==> src/rtl/pcs_pkg.sv <==
package pcs_pkg;
  typedef enum logic [2:0] {
    OP_HOLD   = 3'd0,
    OP_STEP   = 3'd1,
    OP_BRANCH = 3'd2,
    OP_CALL   = 3'd3,
    OP_RET    = 3'd4,
    OP_IRET   = 3'd5,
    OP_IRQ    = 3'd6,
    OP_LOWWR  = 3'd7
  } seq_op_e;
endpackage

==> src/rtl/pcs_ret_stack.sv <==
module pcs_ret_stack #(
  parameter int ADDR_W = 13,
  parameter int DEPTH  = 8
) (
  input  logic              clk,
  input  logic              rst_n,
  input  logic              push_en,
  input  logic [ADDR_W-1:0] push_val,
  input  logic              pop_en,
  output logic [ADDR_W-1:0] top_val
);
  localparam int PTR_W = $clog2(DEPTH);

  logic [ADDR_W-1:0] slot_q [DEPTH];
  logic [PTR_W-1:0]  wr_ptr_q;
  logic [PTR_W-1:0]  rd_ptr;

  // the newest entry sits one below the write pointer; wraps freely
  assign rd_ptr  = wr_ptr_q - PTR_W'(1);
  assign top_val = slot_q[rd_ptr];

  always_ff @(posedge clk) begin
    if (!rst_n) begin
      wr_ptr_q <= '0;
      for (int k = 0; k < DEPTH; k++) slot_q[k] <= '0;
    end else if (push_en) begin
      slot_q[wr_ptr_q] <= push_val;
      wr_ptr_q         <= wr_ptr_q + PTR_W'(1);
    end else if (pop_en) begin
      wr_ptr_q <= rd_ptr;
    end
  end
endmodule

==> src/rtl/pcs_next_pc.sv <==
module pcs_next_pc
  import pcs_pkg::*;
#(
  parameter int ADDR_W = 13,
  parameter int TGT_W  = 11,
  parameter int LAT_W  = 5,
  parameter int DATA_W = 8,
  parameter logic [ADDR_W-1:0] IRQ_VEC = 13'h0004
) (
  input  seq_op_e           op,
  input  logic [ADDR_W-1:0] cur_pc,
  input  logic [TGT_W-1:0]  tgt,
  input  logic [LAT_W-1:0]  latch,
  input  logic [DATA_W-1:0] data,
  input  logic [ADDR_W-1:0] stack_top,
  output logic [ADDR_W-1:0] nxt_pc,
  output logic              push_en,
  output logic [ADDR_W-1:0] push_val,
  output logic              pop_en
);
  localparam int PAGE_W = ADDR_W - TGT_W;

  logic [ADDR_W-1:0] inc_pc;
  logic [ADDR_W-1:0] paged_tgt;

  assign inc_pc    = cur_pc + ADDR_W'(1);
  assign paged_tgt = {latch[LAT_W-1 -: PAGE_W], tgt};

  always_comb begin
    nxt_pc   = cur_pc;
    push_en  = 1'b0;
    push_val = inc_pc;
    pop_en   = 1'b0;
    unique case (op)
      OP_HOLD:   nxt_pc = cur_pc;
      OP_STEP:   nxt_pc = inc_pc;
      OP_BRANCH: nxt_pc = paged_tgt;
      OP_CALL: begin
        nxt_pc  = paged_tgt;
        push_en = 1'b1;
      end
      OP_RET, OP_IRET: begin
        nxt_pc = stack_top;
        pop_en = 1'b1;
      end
      OP_IRQ: begin
        nxt_pc   = IRQ_VEC;
        push_en  = 1'b1;
        push_val = cur_pc;
      end
      OP_LOWWR:  nxt_pc = {latch, data};
      default:   nxt_pc = cur_pc;
    endcase
  end
endmodule

==> src/rtl/prog_seq.sv <==
module prog_seq
  import pcs_pkg::*;
#(
  parameter int ADDR_W = 13,
  parameter int DEPTH  = 8,
  parameter int TGT_W  = 11,
  parameter int LAT_W  = 5,
  parameter int DATA_W = 8
) (
  input  logic              clk,
  input  logic              rst_n,
  input  logic [2:0]        op,
  input  logic [TGT_W-1:0]  jump_tgt,
  input  logic [LAT_W-1:0]  hi_latch,
  input  logic [DATA_W-1:0] low_data,
  output logic [ADDR_W-1:0] fetch_addr,
  output logic              gie_reen
);
  seq_op_e           op_e;
  logic [ADDR_W-1:0] pc_q;
  logic [ADDR_W-1:0] pc_d;
  logic              push_en;
  logic              pop_en;
  logic [ADDR_W-1:0] push_val;
  logic [ADDR_W-1:0] stack_top;
  logic              gie_q;

  assign op_e = seq_op_e'(op);

  pcs_next_pc #(
    .ADDR_W(ADDR_W), .TGT_W(TGT_W), .LAT_W(LAT_W), .DATA_W(DATA_W),
    .IRQ_VEC(ADDR_W'(4))
  ) u_next (
    .op(op_e), .cur_pc(pc_q), .tgt(jump_tgt), .latch(hi_latch),
    .data(low_data), .stack_top(stack_top), .nxt_pc(pc_d),
    .push_en(push_en), .push_val(push_val), .pop_en(pop_en)
  );

  pcs_ret_stack #(.ADDR_W(ADDR_W), .DEPTH(DEPTH)) u_stack (
    .clk(clk), .rst_n(rst_n), .push_en(push_en), .push_val(push_val),
    .pop_en(pop_en), .top_val(stack_top)
  );

  always_ff @(posedge clk) begin
    if (!rst_n) begin
      pc_q  <= '0;
      gie_q <= 1'b0;
    end else begin
      pc_q  <= pc_d;
      gie_q <= (op_e == OP_IRET);
    end
  end

  assign fetch_addr = pc_q;
  assign gie_reen   = gie_q;
endmodule

==> config.mk <==
export PLATFORM = sky130hd
export DESIGN_NAME = prog_seq
export DESIGN_NICKNAME = d
export VERILOG_FILES = /design/src/rtl/pcs_pkg.sv /design/src/rtl/pcs_ret_stack.sv /design/src/rtl/pcs_next_pc.sv /design/src/rtl/prog_seq.sv
export SDC_FILE = /design/constraint.sdc
export NUM_CORES = 1
export LEC_CHECK = 0
export BUFFER_PORTS_ARGS = -buffer_cell sky130_fd_sc_hd__clkbuf_2
export CAP_MARGIN = 20
export CORE_MARGIN = 2
export CORE_UTILIZATION = 45
export CTS_CLUSTER_DIAMETER = 30
export DETAILED_ROUTE_END_ITERATION = 10
export GPL_ROUTABILITY_DRIVEN = 0
export HOLD_SLACK_MARGIN = 0.1
export PLACE_DENSITY = 0.65
export RECOVER_POWER = 100
export SKIP_LAST_GASP = 1
export SLEW_MARGIN = 20
export SYNTH_ARGS = -nofsm -noshare
export SYNTH_HDL_FRONTEND = slang
export SYNTH_SLANG_ARGS = --single-unit
==> constraint.sdc <==
create_clock -name clk -period 2.1 [get_ports clk]
set_input_delay 0.42 -clock clk [delete_from_list [all_inputs] [get_ports clk]]
set_output_delay 0.42 -clock clk [all_outputs]
set_load 0.005 [all_outputs]
# After elaboration in Yosys (flattened, before gate mapping)
# Memories as Yosys holds them, arrays and structs flattened.
# Cells that the tools add are included.
# totals
reg_bits,17
ramBits,104
inputBits,29
output_inout_bits,14
wordCells,33
n_memories,1
# classes
addsub,3
n_eq_ne,7
n_mux,13
n_reduce_logical,6
# mem_list
memory,depth,width,rd,rd_ports_with_merged_regs,write_ports,line,rtl
u_stack.slot_q,8,13,1,0,8,pcs_ret_stack.sv:14,logic [ADDR_W-1:0] slot_q [DEPTH];
# ops
operator,n
one-hot mux 13 bit (5 select lines),1
2-to-1 mux 13 bit,2
"adder 13 x 1 -> 13 bit, second input constant",1
OR reduction 13 bit,1
"== test 3 bit, second input constant",4
2-to-1 mux 3 bit,3
2-to-1 mux 1 bit,7
"== test 3 x 2 -> 1 bit, second input constant",2
OR reduction 2 bit,3
"adder 3 x 1 -> 3 bit, second input constant",1
"== test 3 x 1 -> 1 bit, second input constant",1
logical NOT 3 bit,1
"subtractor 3 x 1 -> 3 bit, second input constant",1
nonzero test 2 bit,1

# Longest topological paths before layout
# depth
depth_word,8
mapped_depth,8
mapped_depth_nobuf,7

# By module
# A second synthesis with hierarchy kept.
# hier_totals
hier_cells,594
hier_area_um2,6616.3
# modules_own_cells
mod,instances,cells_per_inst,area_each_um2,seq_area_each_um2
pcs_ret_stack,1,392,5122.4,3183.1
pcs_next_pc,1,173,1104.8,0.0
prog_seq,1,29,389.1,280.3

# Worst setup path before layout
# Ideal clock, no wire load.
# synth_timing
path_type,register to register
startpoint,register u_stack.wr_ptr_q[0]
endpoint,register pc_q[0] (netlist: fetch_addr[0])
setup_time_ns,0.125
t_arrival_ns,2.122
required_time_ns,1.975
slack_ns,-0.147
path_stages_with_launch,8
path_buffers,1
synth_period_minus_slack_ns,2.247
path_cell_list,dfxtp_1 inv_1 ha_1 clkbuf_1 mux4_2 mux2_2 a222oi_1 nor2_1
# synth_via
elab_chain_cells,3
# synth_rtl
item,line,rtl
"start, declared",pcs_ret_stack.sv:15,logic [PTR_W-1:0] wr_ptr_q;
"start signal, assigned",pcs_ret_stack.sv:28,wr_ptr_q <= wr_ptr_q + PTR_W'(1);
"start signal, assigned",pcs_ret_stack.sv:30,wr_ptr_q <= rd_ptr;
subtractor 3 x 1 -> 3 bit,pcs_ret_stack.sv:19,assign rd_ptr = wr_ptr_q - PTR_W'(1);
memory read (8 x 13 bit),-,
one-hot mux 13 bit (5 select lines),pcs_next_pc.sv:34,unique case (op)
"end signal, assigned",prog_seq.sv:49,pc_q <= pc_d;
"end, declared",prog_seq.sv:20,logic [ADDR_W-1:0] pc_q;
# Every way passes these cells.
# A chain may end at the register's enable or synchronous reset.

# Final worst setup path
# layout_timing
startpoint,register u_stack.wr_ptr_q[0]
endpoint,register pc_q[8] (netlist: fetch_addr[8])
# Same word-level chain as after synthesis.

==> summary.txt <==
Pwr
  – Sw power: roughly 1.7 mW
  – Share of power burned in registers: between 30% and 40%
  – Combinational power share: between 10% and 20%
  – Switching share of total power: about a quarter
  – Leak pwr: 2.69 nW
  – Pint: about 5.3 mW
  – Clock power frac: a little over two fifths
  – Pwr Density: between 900 and 1000 mW/mm^2
  – Pwr Total: 7.07 mW
  – Worst vdd ir: between 0.0006 and 0.0007 V

Clock tree
  – CTS hold repair buffers: 0
  – Buffer depth of the longest clock path: 2
  – Clock buffer count from CTS: 17
  – Clk root buf: clkbuf_16
  – Worst skew pair latency: 0.41 ns
  – Htree depth: 4
  – CTS tree: built
  – Clock slew at reported path FFs: roughly 0.050 ns
  – Post-CTS setup buffer count: 0
  – # clock sinks: roughly 120

Drt
  – Per-cell routed wire length: roughly 20 um
  – Drt first pass iters: 7
  – Drt first-iter violations: between 300 and 400
  – Routed WL: 15100 um
  – Remaining DRCs: 0
  – Via-per-instance ratio: 5.70
  – Via count: 4397
  – Final ANT Viol Nets: 0

Final layout
  – Layout Utilization: between 50% and 60%
  – Share of cells above drive strength 1: between 20% and 30%
  – NumNets Final: slightly above 600
  – Diodes inserted: 0
  – Area grow syn2layout: 22.0%

Yosys
  – Async set-reset flop share out of synthesis: 0%
  – Synth warn: 0
  – Synth Register Bits: roughly 120
  – Syn nets: about 530
  – Sequential share of the synthesized area: 58.8%
  – Post-Syn Area: roughly 0.0059 mm^2
  – Post-synth EDFFs: about 100
  – Distinct cell type count after synthesis: 44
  – Synth Flop Type: edfxtp_1
  – Avg Cell Area, Syn: between 10 and 15 um^2
  – Post-Syn Instances: roughly 500

Job
  – Max Cap Viol: 0

Setup path
  – Setup crit end kind: flip-flop
  – Family with the most delay on the worst path: multiplexers
  – CP startpoint: u_stack.wr_ptr_q[0]$_SDFFE_PN0P_
  – CP Depth: 7
  – Worst-path cell chain: inv_1 -> ha_4 -> inv_4 -> buf_6 -> mux4_2 -> mux2i_1 -> o22ai_1
  – CP Class: flip-flop to flip-flop
  – Critical Path Source Type: flip-flop
  – FF-to-FF path depth: 7
  – Arr. time, crit path: 2.29 ns
  – Crit path buf inv count: 3
  – CP max stage cell: mux4_2
  – Crit-path max cell delay: 0.51 ns
  – CP max FO: 7
  – Worst r2r src: u_stack.wr_ptr_q[0]$_SDFFE_PN0P_
  – Required @ worst endpoint: 2.38 ns

Global routing
  – First-pass GRT wire length: roughly 24000 um
  – Vias in the first global route: approximately 4400
  – Pin count of the biggest net entering global routing: 29
  – Initial antenna violation count: 1
  – Tot GR Track Use: approximately 22%
  – GR Overflow Total: 0

Placed design
  – PortBufs: 42
  – Dpl hpwl: ~11000 um
  – Pre-CTS WS: about 0.01 ns

Floorplan
  – CORE AREA: between 0.01 and 0.015 mm^2
  – Initial Util: 46.3%
  – Die X: ~120 um
  – # IOs: 43
  – Die ar.: ~0.014 mm^2
  – Die height: approximately 120 um
  – Standard-cell rows: 41

STA
  – Final worst setup slack: roughly 0.084 ns
  – Clock Skew: approximately 0.0071 ns
  – WHS: between 0.2 and 0.3 ns
  – Fmax: between 400 and 500 MHz
  – Fin crit period: 2.02 ns
  – Slew margin rel.: 51.6%
  – Slew at the pin closest to its max-slew limit: ~0.73 ns
  – Setup-failing EPs final: 0
  – Final worst path period share: 96.0%
  – Max-slew violations: 0
  – Setup repair after global routing missed its margin: false
  – Fin. Hold Viols: 0

Worst hold path
  – Hold path depth: 3
  – HP Start: hi_latch[2]
  – HP Class: primary input to flip-flop

Status
  – Status: finished, final reports clean
repair_timing:
item | CTS | global route
endpoints found under the setup margin | 2 | 7
cloned | 0 | 0
resized for setup | 2 | 9
pin swaps | 0 | 2
endpoints found under the hold margin | 0 | 0
worst min-delay path, cell delays in order:
cell,delay [ns]
clkbuf_2,0.08
nand3_1,0.09
nand3_1,0.08
final cells by class:
class / instances / area (um^2)
tap: 172 / 215
sequential: 121 / 3470
clock inverter: 9 / 148
timing repair buffer: 103 / 607
inverter: 11 / 43.8
fill: 1093 / 5530
clock buffer: 23 / 468
multi-input combinational: 333 / 2240
power groups by stage:
stage	Sequential, mW	Combinational [mW]	Clock [mW]
2_1_floorplan	2.83	0.787	0
3_3_place_gp	2.86	1.21	0
3_5_place_dp	2.86	1.23	0
4_1_cts	2.82	1.25	3.05
5_1_grt	2.83	1.30	3.15
6_report	2.82	1.22	3.03
state kept, by name, indices dropped and copies added, names as in the netlist:
signal	cells
fetch_addr	13
u_stack.wr_ptr_q	3
u_stack.slot_q	104
gie_reen	1
per-layer routing:
layer  global-route usage (%)  vias up  part of all wire (%)
met5                        0        -                 0.086
met4                     8.04        2                   2.4
met3                     5.79       33                   7.2
met2                     36.5      234                    48
met1                     29.2     2136                    42
li1                         -     1992                     -
through the flow:
step                      instance area, um^2  TNS, ns  cells
final                                    7190        0    772
after global routing                     7190        0    772
after CTS                                7320        0    772
after detailed placement                 6700        0    740
after floorplan                          5920        0    499
after global placement                   6700  -0.0191    740
cells in the final DEF (no fill, tap or decap), types with 23 or more instances in the layout:
cell type / netlist / routed
buf_4: 5 / 26
clkbuf_1: 22 / 26
clkbuf_2: 0 / 48
edfxtp_1: 104 / 104
mux4_2: 26 / 26
nand2_1: 37 / 37
nand3_1: 24 / 24
nor2_1: 127 / 127
o21ai_0: 23 / 23
synthesized netlist by cell type (5+ instances only):
library cell / number / area share (%)
nor2_1: 127 / 8.1
edfxtp_1: 104 / 53
nand2_1: 37 / 2.4
mux4_2: 26 / 9.9
nand3_1: 24 / 2.0
o21ai_0: 23 / 2.0
clkbuf_1: 22 / 1.4
xor2_1: 18 / 2.7
dfxtp_1: 17 / 5.8
inv_1: 9 / 0.57
a21oi_1: 8 / 0.68
mux2_2: 6 / 1.1
mux2i_1: 6 / 1.0
xnor2_1: 6 / 0.89
and3_1: 5 / 0.53
buf_4: 5 / 0.64
cell families (layout without fill, tap and decap cells):
logic type,after synthesis,count (layout),synth area share (%)
DFF,121,121,58.8
AOI/OAI and AO/OA,56,56,6.03
buffers and inverters,45,146,3.76
muxes,38,38,12.1
and+or+nand+nor,212,212,15.2
adders and majority gates,3,3,0.637
xor gates and xnor gates,24,24,3.57
worst paths after layout:
| check | to | slack [ns] |
|---|---|---|
| worst max-delay path | fetch_addr[8]$_SDFFE_PN0P_ | 0.08 |
| worst min-delay path | fetch_addr[10]$_SDFFE_PN0P_ | 0.29 |
| worst max register to register | fetch_addr[8]$_SDFFE_PN0P_ | 0.08 |
| worst min register to register | fetch_addr[4]$_SDFFE_PN0P_ | 0.62 |
Power figures use the tool's default switching activity.
